## src/rtl/rxto_pkg.sv

```systemverilog
package rxto_pkg;
  typedef enum logic [1:0] {
    ST_WAIT  = 2'd0,
    ST_COUNT = 2'd1,
    ST_DONE  = 2'd2
  } rxto_state_e;
endpackage

```

## src/rtl/rxto_ctrl.sv

```systemverilog
module rxto_ctrl
  import rxto_pkg::*;
#(
  parameter int LIMIT_W = 8
) (
  input  logic               clk,
  input  logic               rst,
  input  logic               bit_tick,
  input  logic               char_rcvd,
  input  logic               arm_cmd,
  input  logic [LIMIT_W-1:0] idle_limit,
  input  logic               cnt_last,
  output logic               load_en,
  output logic               dec_en,
  output logic               zero_en,
  output logic               expire,
  output rxto_state_e        state
);
  rxto_state_e state_d;
  logic        enabled;

  assign enabled = (idle_limit != '0);

  always_comb begin
    load_en = 1'b0;
    dec_en  = 1'b0;
    zero_en = 1'b0;
    expire  = 1'b0;
    state_d = state;
    if (arm_cmd) begin
      zero_en = 1'b1;
      state_d = ST_WAIT;
    end else begin
      unique case (state)
        ST_WAIT: begin
          if (char_rcvd && enabled) begin
            load_en = 1'b1;
            state_d = ST_COUNT;
          end
        end
        ST_COUNT: begin
          if (!enabled) begin
            zero_en = 1'b1;
            state_d = ST_WAIT;
          end else if (char_rcvd) begin
            load_en = 1'b1;
          end else if (bit_tick) begin
            dec_en = 1'b1;
            if (cnt_last) begin
              expire  = 1'b1;
              state_d = ST_DONE;
            end
          end
        end
        default: begin
          state_d = state;
        end
      endcase
    end
  end

  always_ff @(posedge clk) begin
    if (rst) state <= ST_WAIT;
    else     state <= state_d;
  end
endmodule

```

## src/rtl/rxto_counter.sv

```systemverilog
module rxto_counter #(
  parameter int LIMIT_W = 8,
  localparam int CNT_W  = LIMIT_W + 2
) (
  input  logic               clk,
  input  logic               rst,
  input  logic               load_en,
  input  logic               dec_en,
  input  logic               zero_en,
  input  logic [LIMIT_W-1:0] idle_limit,
  output logic [CNT_W-1:0]   count,
  output logic               cnt_last
);
  localparam logic [CNT_W-1:0] ONE = CNT_W'(1);

  logic [CNT_W-1:0] reload_val;
  assign reload_val = {idle_limit, 2'b00};
  assign cnt_last   = (count == ONE);

  always_ff @(posedge clk) begin
    if (rst || zero_en) begin
      count <= '0;
    end else if (load_en) begin
      count <= reload_val;
    end else if (dec_en) begin
      count <= count - ONE;
    end
  end
endmodule

```

## src/rtl/rxto_flag.sv

```systemverilog
module rxto_flag (
  input  logic clk,
  input  logic rst,
  input  logic arm_cmd,
  input  logic expire,
  input  logic clr_cmd,
  output logic flag
);
  always_ff @(posedge clk) begin
    if (rst || arm_cmd) begin
      flag <= 1'b0;
    end else if (expire) begin
      flag <= 1'b1;
    end else if (clr_cmd) begin
      flag <= 1'b0;
    end
  end
endmodule

```

## src/rtl/rx_idle_timer.sv

```systemverilog
module rx_idle_timer
  import rxto_pkg::*;
#(
  parameter int LIMIT_W = 8,
  localparam int CNT_W  = LIMIT_W + 2
) (
  input  logic               clk,
  input  logic               rst,
  input  logic               bit_tick,
  input  logic               char_rcvd,
  input  logic [LIMIT_W-1:0] idle_limit,
  input  logic               arm_cmd,
  input  logic               clr_cmd,
  output logic               idle_flag
);
  logic             load_en;
  logic             dec_en;
  logic             zero_en;
  logic             expire;
  logic             cnt_last;
  logic [CNT_W-1:0] count;
  rxto_state_e      state;

  rxto_ctrl #(.LIMIT_W(LIMIT_W)) u_ctrl (
    .clk(clk), .rst(rst), .bit_tick(bit_tick), .char_rcvd(char_rcvd),
    .arm_cmd(arm_cmd), .idle_limit(idle_limit), .cnt_last(cnt_last),
    .load_en(load_en), .dec_en(dec_en), .zero_en(zero_en),
    .expire(expire), .state(state)
  );

  rxto_counter #(.LIMIT_W(LIMIT_W)) u_cnt (
    .clk(clk), .rst(rst), .load_en(load_en), .dec_en(dec_en),
    .zero_en(zero_en), .idle_limit(idle_limit),
    .count(count), .cnt_last(cnt_last)
  );

  rxto_flag u_flag (
    .clk(clk), .rst(rst), .arm_cmd(arm_cmd), .expire(expire),
    .clr_cmd(clr_cmd), .flag(idle_flag)
  );
endmodule

```

## config.mk

```make
export PLATFORM = sky130hd
export DESIGN_NAME = rx_idle_timer
export DESIGN_NICKNAME = d
export VERILOG_FILES = /design/src/rtl/rxto_pkg.sv /design/src/rtl/rxto_ctrl.sv /design/src/rtl/rxto_counter.sv /design/src/rtl/rxto_flag.sv /design/src/rtl/rx_idle_timer.sv
export SDC_FILE = /design/constraint.sdc
export NUM_CORES = 1
export LEC_CHECK = 0
export CORE_MARGIN = 5
export CORE_UTILIZATION = 53
export CTS_CLUSTER_DIAMETER = 120
export DETAILED_ROUTE_END_ITERATION = 10
export PLACE_DENSITY = 0.81
export REMOVE_ABC_BUFFERS = 1
export SLEW_MARGIN = 10
export SYNTH_ARGS = -nofsm -noshare
export SYNTH_HDL_FRONTEND = slang
export SYNTH_SLANG_ARGS = --single-unit
export TNS_END_PERCENT = 30
```

## constraint.sdc

```tcl
create_clock -name clk -period 3.9 [get_ports clk]
set_clock_uncertainty 0.1 [all_clocks]
set_input_delay 0.585 -clock clk [delete_from_list [all_inputs] [get_ports clk]]
set_output_delay 0.585 -clock clk [all_outputs]
set_load 0.01 [all_outputs]
```

==> results by stage, run 1 <==
Status:
- The flow ran to the end, and the final reports show no timing, DRC or antenna violations.

Power and ir drop:
- The sequential share of power is 0.520.
- The peak supply drop is 197 uV.
- The share of total power dissipated in combinational logic is 0.157.
- In this run the power spent charging and discharging nets is 0.0688 mW.
- The clock share of power is 0.323.
- For this design the ratio of total power to cell area is 275 nW/um^2.
- Cell internal power was estimated by the tool at 0.197 mW.
- Of the total power, the share spent switching nets is 0.259.
- The static power due to leakage is 0.317 nW.

Synthesis:
- By area, the combinational part of the netlist is dominated by simple AND/OR/NAND/NOR gates.
- The number of storage elements in the synthesis netlist is 13.
- The count of cell types in the netlist is 34.
- The cell area after synthesis is 802 sq um.
- The share of the synthesized area in compound gates (AO/OA/AOI/OAI) is 0.236.
- The cell taking the most area after synthesis is dfxtp_1.
- The area share of and/or/nand/nor cells after synthesis is 0.310.
- Of the total synthesized cell area, the portion taken by XOR and XNOR cells is 0.0546.
- The post-synthesis sequential area ratio is 0.324.
- After synthesis, the mean cell area works out to 8.35 sq um.
- For this run, the number of Yosys warnings is 0.
- Of the total synthesized cell area, the portion taken by full adders, half adders and majority gates is 0.0312.
- The portion of synthesized area spent on multiplexers is 0.
- The share of synthesized area in the top cell type comes to 0.324.
- Sorting the synthesized cells by area gives the leading types as dfxtp_1 32%, a21oi_1 5.0%, xor2_1 4.4%.
- The cell count after synthesis came out at 96.

Clock network:
- The insertion delay of the later-clocked pin in the worst-skew pair is 280 ps.
- The clock tree buffer depth is 2.
- The number of hold buffers added after CTS is 0.
- The number of H-tree branching levels is 1.
- Once the clock tree was built, the setup fixing pass inserted 0 buffers.
- TritonCTS built the clock tree.
- After clock tree synthesis, the clock-pin slew on the worst setup and hold paths is 80 ps.
- Clock tree synthesis inserted a total of 3 buffers.
- The number of gates given a new drive strength after cts is 0.
- The clock sink count is 13.
- The clock tree root driver cell is clkbuf_4.

Global route:
- The overall track demand over capacity in global routing is 0.160.
- Entering global routing, the biggest net connects 18 pins.
- Global routing finished with a remaining overflow of 0.
- The initial antenna violation count is 0.
- The via count of the first global-routing pass is 753.
- The first global-routing pass estimated 3030 um of wire.

Route:
- The detailed-route wire length per cell is 14.5 um.
- The total wire length after detailed routing is 1850 um.
- In this run the remaining antenna-violating nets after routing total 0.
- In the routed layout, each cell is associated on average with a via count of 6.18.
- Detailed routing inserted a total of 785 vias.
- The total iterations of the first detailed-routing run is 4.
- In the routed design, unresolved DRC markers number 0.
- The initial detailed-routing violation count is 11.

STA:
- The worst slew margin relative to its limit is 0.503.
- For the pin with the worst max-slew slack, the measured transition is 743 ps.
- The count of final hold-check violations is 0.
- The total negative setup slack is 0 ps.
- The fmax is 0.436 GHz.
- Setup repair after global routing left no endpoint under its margin.
- Setup violations remaining at the end of the flow were counted as 0.
- Counting I/O delays and the setup requirement, the final critical path takes 2290 ps.
- The count of pins over their slew limit is 0.
- The share of the clock period used by the worst path is 0.588.

Place:
- The cell count after placement is 123.
- The count of buffers added on input and output ports is 14.
- Detailed placement finished with a half-perimeter wire length of 1390 um.
- At the end of routability-driven placement, the weighted congestion stood at 0.911.

Layout:
- The finished layout holds 127 standard cells, fillers aside.
- The fraction of layout cells with a size suffix above 1 is 0.0901.
- The diode insertion count for antenna repair is 0.
- In the layout the commonest cells are 14 x clkdlybuf4s50_1, 13 x dfxtp_1, 8 x a21oi_1, 8 x nand2_1.
- The net count of the finished layout is 128.
- Leaving out fill and tap cells, the most frequent cell in the layout is clkdlybuf4s50_1.
- From synthesis to final layout, the design area changed by 20.7%.

Worst setup path:
- STA puts the critical path data arrival time at 2370 ps.
- The startpoint of the worst-slack reg-to-reg timing path is u_ctrl.state[1].
- Counting cells, the worst reg-to-reg path comes to 5.
- The worst-case register-to-register setup slack is 2020 ps.
- For the worst setup path, the data required time is 3980 ps.
- The critical path class is input pin to flip-flop.
- STA classifies the critical path endpoint as a flip-flop.
- The reg-to-reg critical path endpoint is u_cnt.count[6].
- The highest net fanout along the worst path is 17.
- The worst setup path is launched from an input pin.

Floorplan:
- The floorplan step defined a die boundary enclosing 2390 sq um.
- The area of the core is 1470 sq um.
- For this configuration, the core starts out at a cell density of 0.545.
- The number of top-level design ports is 15.
- The width of the chip is 48.9 um.
- The number of rows in the core area is 14.
- The die is 48.9 um tall.

Hold path:
- The worst-case hold path end point is u_cnt.count[7].
- The startpoint identified for the worst hold timing path is u_cnt.count[7].
- The worst hold path belongs to the class flip-flop to flip-flop.
- The worst hold path passes through 2 cells.

Run:
- The tool flagged a number of max-cap violations equal to 0.
worst max path at each step:
stage             startpoint        endpoint
6_report       idle_limit[3]  u_cnt.count[6]
5_1_grt        idle_limit[4]  u_cnt.count[6]
4_1_cts        idle_limit[3]  u_cnt.count[6]
3_5_place_dp   idle_limit[3]  u_cnt.count[6]
3_3_place_gp   idle_limit[4]  u_cnt.count[6]
2_1_floorplan  idle_limit[3]  u_cnt.count[6]
worst max-delay path, stage by stage:
cell and delay (ps):
clkdlybuf4s50_1 420, nor4_1 430, nand2_2 310, o21ai_4 330, nand2b_1 190, o21ai_0 100
stage by stage:
stage	hold slack [ps]	setup slack (ps)	utilization	instance area, sq um	power (mW)
after floorplan	383	1990	-	782	0.162
after global routing	468	1390	0.658	968	0.278
after detailed placement	421	1300	0.640	942	0.183
final	429	1610	0.658	968	0.266
after global placement	414	1280	0.640	942	0.182
after CTS	431	1590	0.658	968	0.265
cell usage after synthesis:
cell      number
o21ai_4        1
and4b_1        1
xor2_1         4
clkbuf_1       1
nand3_1        3
inv_1          4
nor2_1         6
nand2_2        1
buf_6          1
nor4_1         3
a21o_1         1
or3_4          1
nor3_4         2
nand3b_1       1
a21oi_1        8
o31a_1         1
o311ai_0       2
nand2_1        8
nor3_1         6
dfxtp_1       13
and2_1         2
a311oi_1       1
nand2b_1       3
a22oi_1        1
nand4_1        4
and4_1         1
a211oi_2       1
o21ai_0        5
a31oi_1        3
xnor2_1        1
a32oi_1        2
a31o_2         1
ha_1           2
buf_2          1
layout make-up:
type | count | area [sq um]
multi-input cells | 76 | 507
clock buffers | 4 | 26.3
flip-flops and latches | 13 | 260
repair buffers | 14 | 140
fillers | 140 | 503
inverters | 4 | 15.0
well taps | 16 | 20.0
power by group through the flow:
stage                     clock (mW)  sequential, mW  combinational, mW
after CTS                     0.0851           0.138             0.0416
after global placement             0           0.141             0.0405
after floorplan                    0           0.141             0.0212
final                         0.0858           0.138             0.0419
after detailed placement           0           0.142             0.0414
after global routing          0.0937           0.139             0.0453
flip-flops by register name, summed over array words and instances, names as in the netlist:
| name | count |
|---|---|
| u_cnt.count | 10 |
| u_ctrl.state | 2 |
| u_flag.flag | 1 |
cell families after synthesis:
family / after synthesis
flops: 13
fa+ha+maj: 2
compound gates: 27
xor+xnor: 5
buf+inv: 7
simple gates: 42
metal layers:
metal	track usage	part of all wire
met1	0.180	0.45
met3	0.0459	0.059
met2	0.257	0.47
met4	0.112	0.025
met5	0	0
No activity file was read; power rests on OpenSTA's default activity.
==> run 2, diff against run 1 <==
Settings changed: CORE_UTILIZATION 53 to 50, PLACE_DENSITY 0.81 to 0.77.
Clock period 3.9 ns to 2.2 ns, I/O delays scaled along.
==> run 2 against run 1 <==
Against the previous run: cell count increased by 4.7%; routed wire length increased by 8.2%; combinational power increased by 88%; die area increased by 4.8%; sequential share of layout area decreased by 1.2 points; final area increased by 4.7%; hold slack got worse by 9.9 ps; utilization increased by 1.5 points; highest routed layer unchanged.
==> results by stage, run 2 (synthesis gave the netlist of run 1 again) <==
Status:
- The run finished with clean final reports.

Place:
- The placer's final routability congestion estimate is 0.839 (-7.9%).
- The number of port buffers is 14 (unchanged).
- The HPWL after detailed placement is 1560 um (+12%).
- The pre-CTS setup slack is 47.8 ps (-1250 ps).
- The cell count after placement is 129 (+4.9%).

Run:
- The number of violations of the max-capacitance limit is 0 (unchanged).

Worst setup path:
- The path depth of the worst reg2reg path is 5 (unchanged).
- The data required time of the critical path is 2290 ps (-1690 ps).
- The worst setup path is launched from an input pin.
- The signal on the critical path passes through clkdlybuf4s50_1, nor4_1, nand2_2, nand2_1, nand2b_1, a311oi_1.
- The largest individual stage delay along the critical path comes from the cell clkdlybuf4s50_1.
- The peak per-stage delay on the critical path is 450 ps (+20 ps).
- The highest net fanout along the worst path is 11 (-6).
- The worst setup path is captured at a flip-flop.
- The arrival time reported for the critical path endpoint is 1950 ps (-420 ps).
- The worst-case register-to-register setup slack came to 520 ps (-1500 ps).
- The critical path is of the input pin to flip-flop type.

Hold path:
- The depth of the worst hold-timing path is 2 (unchanged).
- The path class of the tightest hold or removal check is flip-flop to flip-flop.

STA:
- The total negative setup slack is 0 ps (unchanged).
- The fmax is 0.539 GHz.
- The count of final hold-check violations is 0 (unchanged).
- The worst hold margin is 420 ps (-9.85 ps).
- The count of pins over their slew limit is 0 (unchanged).
- The share of the clock period used by the worst path is 0.844.
- The number of setup violations in the final report is 0 (unchanged).
- The worst slew margin relative to its limit is 0.743 (+0.240).
- Setup repair after global routing left no endpoint under its margin.
- The least setup slack across all paths after layout came to 344 ps (-1260 ps).
- The transition time of the tightest slew-check pin is 383 ps (-360 ps).
- The minimum clock period is 1860 ps.

Power and ir drop:
- The peak supply drop is 416 uV (+110%).
- The static power due to leakage is 0.347 nW (+9.5%).
- The total power was 0.477 mW (+79%).
- The power per unit of standard cell area came to 470 nW/um^2 (+71%).

Floorplan:
- The chip height is 50.1 um (+2.4%).
- The width of the chip is 50.1 um (+2.4%).
- The number of rows in the core area was 14 (unchanged).
- The effective utilization at floorplan is 0.532 (-0.0127).
- The die area was 2510 sq um (+4.8%).
- The area of the core is 1510 sq um (+2.4%).
- The number of top-level design ports is 15 (unchanged).

Clock network:
- The number of hold buffers added after CTS is 0 (unchanged).
- The clock-pin slew reported for the worst setup and hold paths after clock tree synthesis is 80 ps (about the same).
- The TritonCTS buffer count is 3 (unchanged).
- The clock tree buffer depth is 2 (unchanged).
- The number of post-CTS setup repair buffers was 0 (unchanged).
- The clock sink count was 13 (unchanged).
- TritonCTS built the clock tree.
- The number of gates given a new drive strength after cts is 0 (unchanged).
- The number of H-tree branching levels is 1 (unchanged).
- The clock tree root driver cell is clkbuf_4.
- The insertion delay of the later-clocked pin in the worst-skew pair is 280 ps (about the same).

Global route:
- The total congestion overflow after global routing came to 0 (unchanged).
- The initial antenna violation count is 0 (unchanged).
- The via count of the first global-routing pass came to 731 (-2.9%).
- The pin count of the biggest net entering global routing is 13 (-5).
- The overall track demand over capacity in global routing is 0.171 (+0.0111).
- The first-pass GRT wire length is 3340 um (+10%).

Route:
- The total via count after detailed routing came to 806 (+2.7%).
- The remaining antenna violation count after routing came to 0 (unchanged).
- The number of remaining DRC errors is 0 (unchanged).
- The total iterations of the first detailed-routing run came to 4 (unchanged).
- The mean number of vias per cell was 6.06 (-2.0%).
- The detailed-route wire length per cell is 15.0 um (+3.3%).
- The initial detailed-routing violation count is 25 (+14).
- The total wire length after detailed routing is 2000 um (+8.2%).

Layout:
- More flip-flops sit in one register than any other, and that register is u_cnt.count.
- In the layout the commonest cells are 14 x clkdlybuf4s50_1, 13 x dfxtp_1, 8 x a21oi_1, 8 x nand2_1.
- The final-stage net count is 134 (+4.7%).
- The number of filler cells placed in the layout is 139 (-0.71%).
- The fraction of layout cells with a size suffix above 1 is 0.137 (+0.0467).
- The number of non-filler instances in the completed layout came to 133 (+4.7%).
- The relative area change from synthesis to final layout is 26.4%.
- In the final layout, the registers with the most flip-flops are u_cnt.count (10), u_ctrl.state (2), u_flag.flag (1).
- The number of flip-flops in the largest register was 10 (unchanged).
- The area of the multi-input gates was 507 sq um (unchanged).
- The diode insertion count for antenna repair is 0 (unchanged).
- The storage element area is 260 sq um (unchanged).
- Leaving out fill and tap cells, the most frequent cell in the layout is clkdlybuf4s50_1.
## run 2: cell types whose count changed in the layout (fill, tap and decap cells not counted)
cell   change
buf_4      +6
## run 2: stage by stage
step           cell area [sq um]   util
2_1_floorplan                782      -
3_3_place_gp                 987  0.655
3_5_place_dp                 987  0.655
4_1_cts                     1010  0.673
5_1_grt                     1010  0.673
6_report                    1010  0.673
## run 2: path summary, 6_finish.rpt
| check | to | from |
|---|---|---|
| worst max-delay path | u_cnt.count[1] | idle_limit[3] |
| worst min-delay path | u_cnt.count[7] | u_cnt.count[7] |
| worst min register to register | u_cnt.count[7] | u_cnt.count[7] |
| worst max register to register | u_cnt.count[7] | u_cnt.count[2] |
## run 2: cell type report
cell class              instances  share of cell area
multi-input cells              76               0.500
flip-flops and latches         13               0.257
repair buffers                 20               0.183
well taps                      16              0.0198
inverters                       4              0.0148
clock buffers                   4              0.0259
## run 2: layer usage
layer | vias up | wire length [um] | track usage | share of wire
li1 | 409 | - | - | -
met1 | 370 | 939 | 0.226 | 0.47
met2 | 23 | 919 | 0.264 | 0.46
met3 | 4 | 105 | 0.0331 | 0.053
met4 | 0 | 33 | 0.0786 | 0.017
met5 | - | 0 | 0 | 0
## run 2: critical path: cells and delay by family
kind,cells,cell delay (ps)
buf+inv,1,450
compound gates,1,190
simple gates,4,980
## run 2: where the power goes
part           switching, mW  internal (mW)  leakage, nW
logic                 0.0362         0.0425        0.226
registers            0.00554          0.240        0.105
clock network         0.0820         0.0703       0.0150
total                  0.124          0.353        0.347
==> run 3, diff against run 2 <==
Settings changed: CORE_ASPECT_RATIO from default to 0.75, CORE_UTILIZATION 50 to 45, PLACE_DENSITY 0.77 to 0.73.
Clock period 2.2 ns to 1.65 ns, I/O delays scaled along.
==> run 3 against run 2 <==
Against the previous run: the flow now finishes with violations (setup timing); utilization increased by 5.0 points; combinational power up 83%; routed wire length rose by 20%; sequential power increased by 33%; power rose by 42%; largest power group unchanged; first-iteration DRC count up 44%; largest cell class unchanged.
==> results by stage, run 3 (synthesis gave the netlist of run 1 again) <==
Floorplan:
- The chip height is 46.6 um (-7.0%).
- The area of the core is 1710 sq um (+13%).
- The die area was 2740 sq um (+9.2%).
- The number of rows in the core area is 13 (-1).
- The width of the chip was 58.7 um (+17%).
- The effective utilization at floorplan is 0.470 (-0.0628).
- The number of top-level design ports was 15 (unchanged).

Layout:
- The fraction of layout cells with a size suffix above 1 is 0.341 (+0.204).
- The number of flip-flops in the largest register is 10 (unchanged).
- The number of filler cells placed in the layout is 137 (-1.4%).
- The library cell used most frequently in the layout, excluding fill and tap cells, is buf_4.
- The top register by number of flip-flops is u_cnt.count.
- The final-stage net count is 152 (+13%).
- The storage element area came to 263 sq um (+0.96%).
- The largest registers in the layout are u_cnt.count (10), u_ctrl.state (2), u_flag.flag (1).
- Compared with the post-synthesis result, the final layout area differs by 53.8%.
- The diode insertion count for antenna repair is 0 (unchanged).
- The area of the multi-input gates was 569 sq um (+12%).
- In the layout the commonest cells are 23 x buf_4, 14 x clkdlybuf4s50_1, 11 x dfxtp_1.
- The core occupancy in the finished layout is 0.722 (+0.0496).

Hold path:
- The type of the worst min-delay path is flip-flop to flip-flop.

Status:
- The checks that failed: setup timing.
- The run finished, with violations left.

Route:
- The total wire length after detailed routing came to 2410 um (+20%).
- The detailed-route wire length per cell is 15.3 um (+2.1%).
- The total via count after detailed routing is 879 (+9.1%).
- The mean number of vias per cell is 5.60 (-7.6%).
- The number of remaining DRC errors is 0 (unchanged).
- The initial detailed-routing violation count is 36 (+44%).
- The total iterations of the first detailed-routing run is 4 (unchanged).
- The remaining antenna violation count after routing is 0 (unchanged).

Power and ir drop:
- The static power due to leakage is 0.450 nW (+30%).
- The peak supply drop was 531 uV (+28%).
- The power per unit of standard cell area is 549 nW/um^2 (+17%).

Worst setup path:
- The kind of end point of the critical path is a flip-flop.
- The worst setup path is launched from a flip-flop.
- The critical path class is flip-flop to flip-flop.
- The data required time of the critical path is 1770 ps (-520 ps).
- The highest net fanout along the worst path came to 4 (-7).
- The arrival time reported for the critical path endpoint came to 1780 ps (-170 ps).

Global route:
- The overall track demand over capacity in global routing was 0.197 (+0.0257).
- The via count of the first global-routing pass was 870 (+19%).
- The first-pass GRT wire length came to 3980 um (+19%).
- The initial antenna violation count came to 0 (unchanged).
- The total congestion overflow after global routing is 0 (unchanged).
- The pin count of the biggest net entering global routing is 13 (unchanged).

STA:
- The least setup slack across all paths after layout was -5.52 ps (-350 ps).
- The worst hold margin is 436 ps (+16.5 ps).
- The worst path in the final design needs a cycle of 1660 ps, including I/O delays and setup.
- The number of setup violations in the final report was 1 (+1).
- Dividing the final minimum period by the clock period gives 1.00.
- The count of pins over their slew limit was 0 (unchanged).
- The worst slew margin relative to its limit came to 0.792 (+0.0487).
- The fmax is 0.604 GHz.
- The transition time of the tightest slew-check pin is 310 ps (-72.7 ps).
- Setup repair after global routing could not meet its margin everywhere.
- The count of final hold-check violations is 0 (unchanged).

Clock network:
- The insertion delay of the later-clocked pin in the worst-skew pair is 280 ps (about the same).
- The TritonCTS buffer count was 3 (unchanged).
- The clock-pin slew reported for the worst setup and hold paths after clock tree synthesis came to 80 ps (about the same).
- The clock tree root driver cell is clkbuf_4.
- TritonCTS built the clock tree.
- The clock sink count is 13 (unchanged).
- The clock tree buffer depth is 2 (unchanged).
- The number of H-tree branching levels was 1 (unchanged).

Place:
- The number of port buffers came to 14 (unchanged).
- The HPWL after detailed placement is 1750 um (+12%).
- The placer's final routability congestion estimate is 0.828 (-1.2%).

Run:
- The number of violations of the max-capacitance limit is 0 (unchanged).
==> run 3: repair_timing <==
item,in CTS,in global routing
hold buffers,0,0
pin swaps,0,7
setup buffers,0,1
setup endpoints to repair,9,13
gates resized for setup,6,12
==> run 3: worst paths after layout <==
| kind | startpoint | end | slack (ps) | depth (start not counted) |
|---|---|---|---|---|
| max | u_cnt.count[3] | u_cnt.count[5] | -6 | 6 |
| min | u_cnt.count[7] | u_cnt.count[7] | 440 | 2 |
| max reg2reg | u_cnt.count[3] | u_cnt.count[5] | -6 | 6 |
| min reg2reg | u_cnt.count[7] | u_cnt.count[7] | 440 | 2 |
==> run 3: worst max-delay path: stages, from the launching register on <==
cell and delay (ps):
dfxtp_2 320, or3_4 390, nor3_4 230, buf_4 150
a31oi_1 70, a31o_2 230, a21oi_2 100
==> run 3: metal layers <==
layer  vias up  GRT usage  wire (um)
li1        444          -          -
met1       408      0.248       1110
met2        25      0.335       1130
met3         2     0.0532        147
met4         0     0.0498         10
met5         -          0          0
==> run 3: final cells by class <==
type                       count  share of cell area
timing repair buffer          38               0.270
multi-input combinational     76               0.461
clock buffer                   4              0.0213
inverter                       4              0.0122
sequential                    13               0.213
tap                           22              0.0223
==> run 3: stage by stage <==
stage                     TNS, ps  worst slack (ps)  cell area [sq um]  total power, mW  cells
after global placement      -3240              -321               1130            0.455    152
after detailed placement    -3950              -368               1130            0.459    152
final                       -5.52             -5.52               1230            0.678    157
after CTS                       0              3.57               1180            0.667    156
after floorplan                 0              81.1                782            0.383     93
after global routing         -190             -74.6               1230            0.710    157
==> run 3: where the power goes <==
part	leakage, nW	switching [mW]	total, mW	internal [mW]
logic	0.329	0.0640	0.144	0.0802
registers	0.106	0.00611	0.327	0.320
clock network	0.0150	0.113	0.207	0.0940
total	0.450	0.183	0.678	0.495
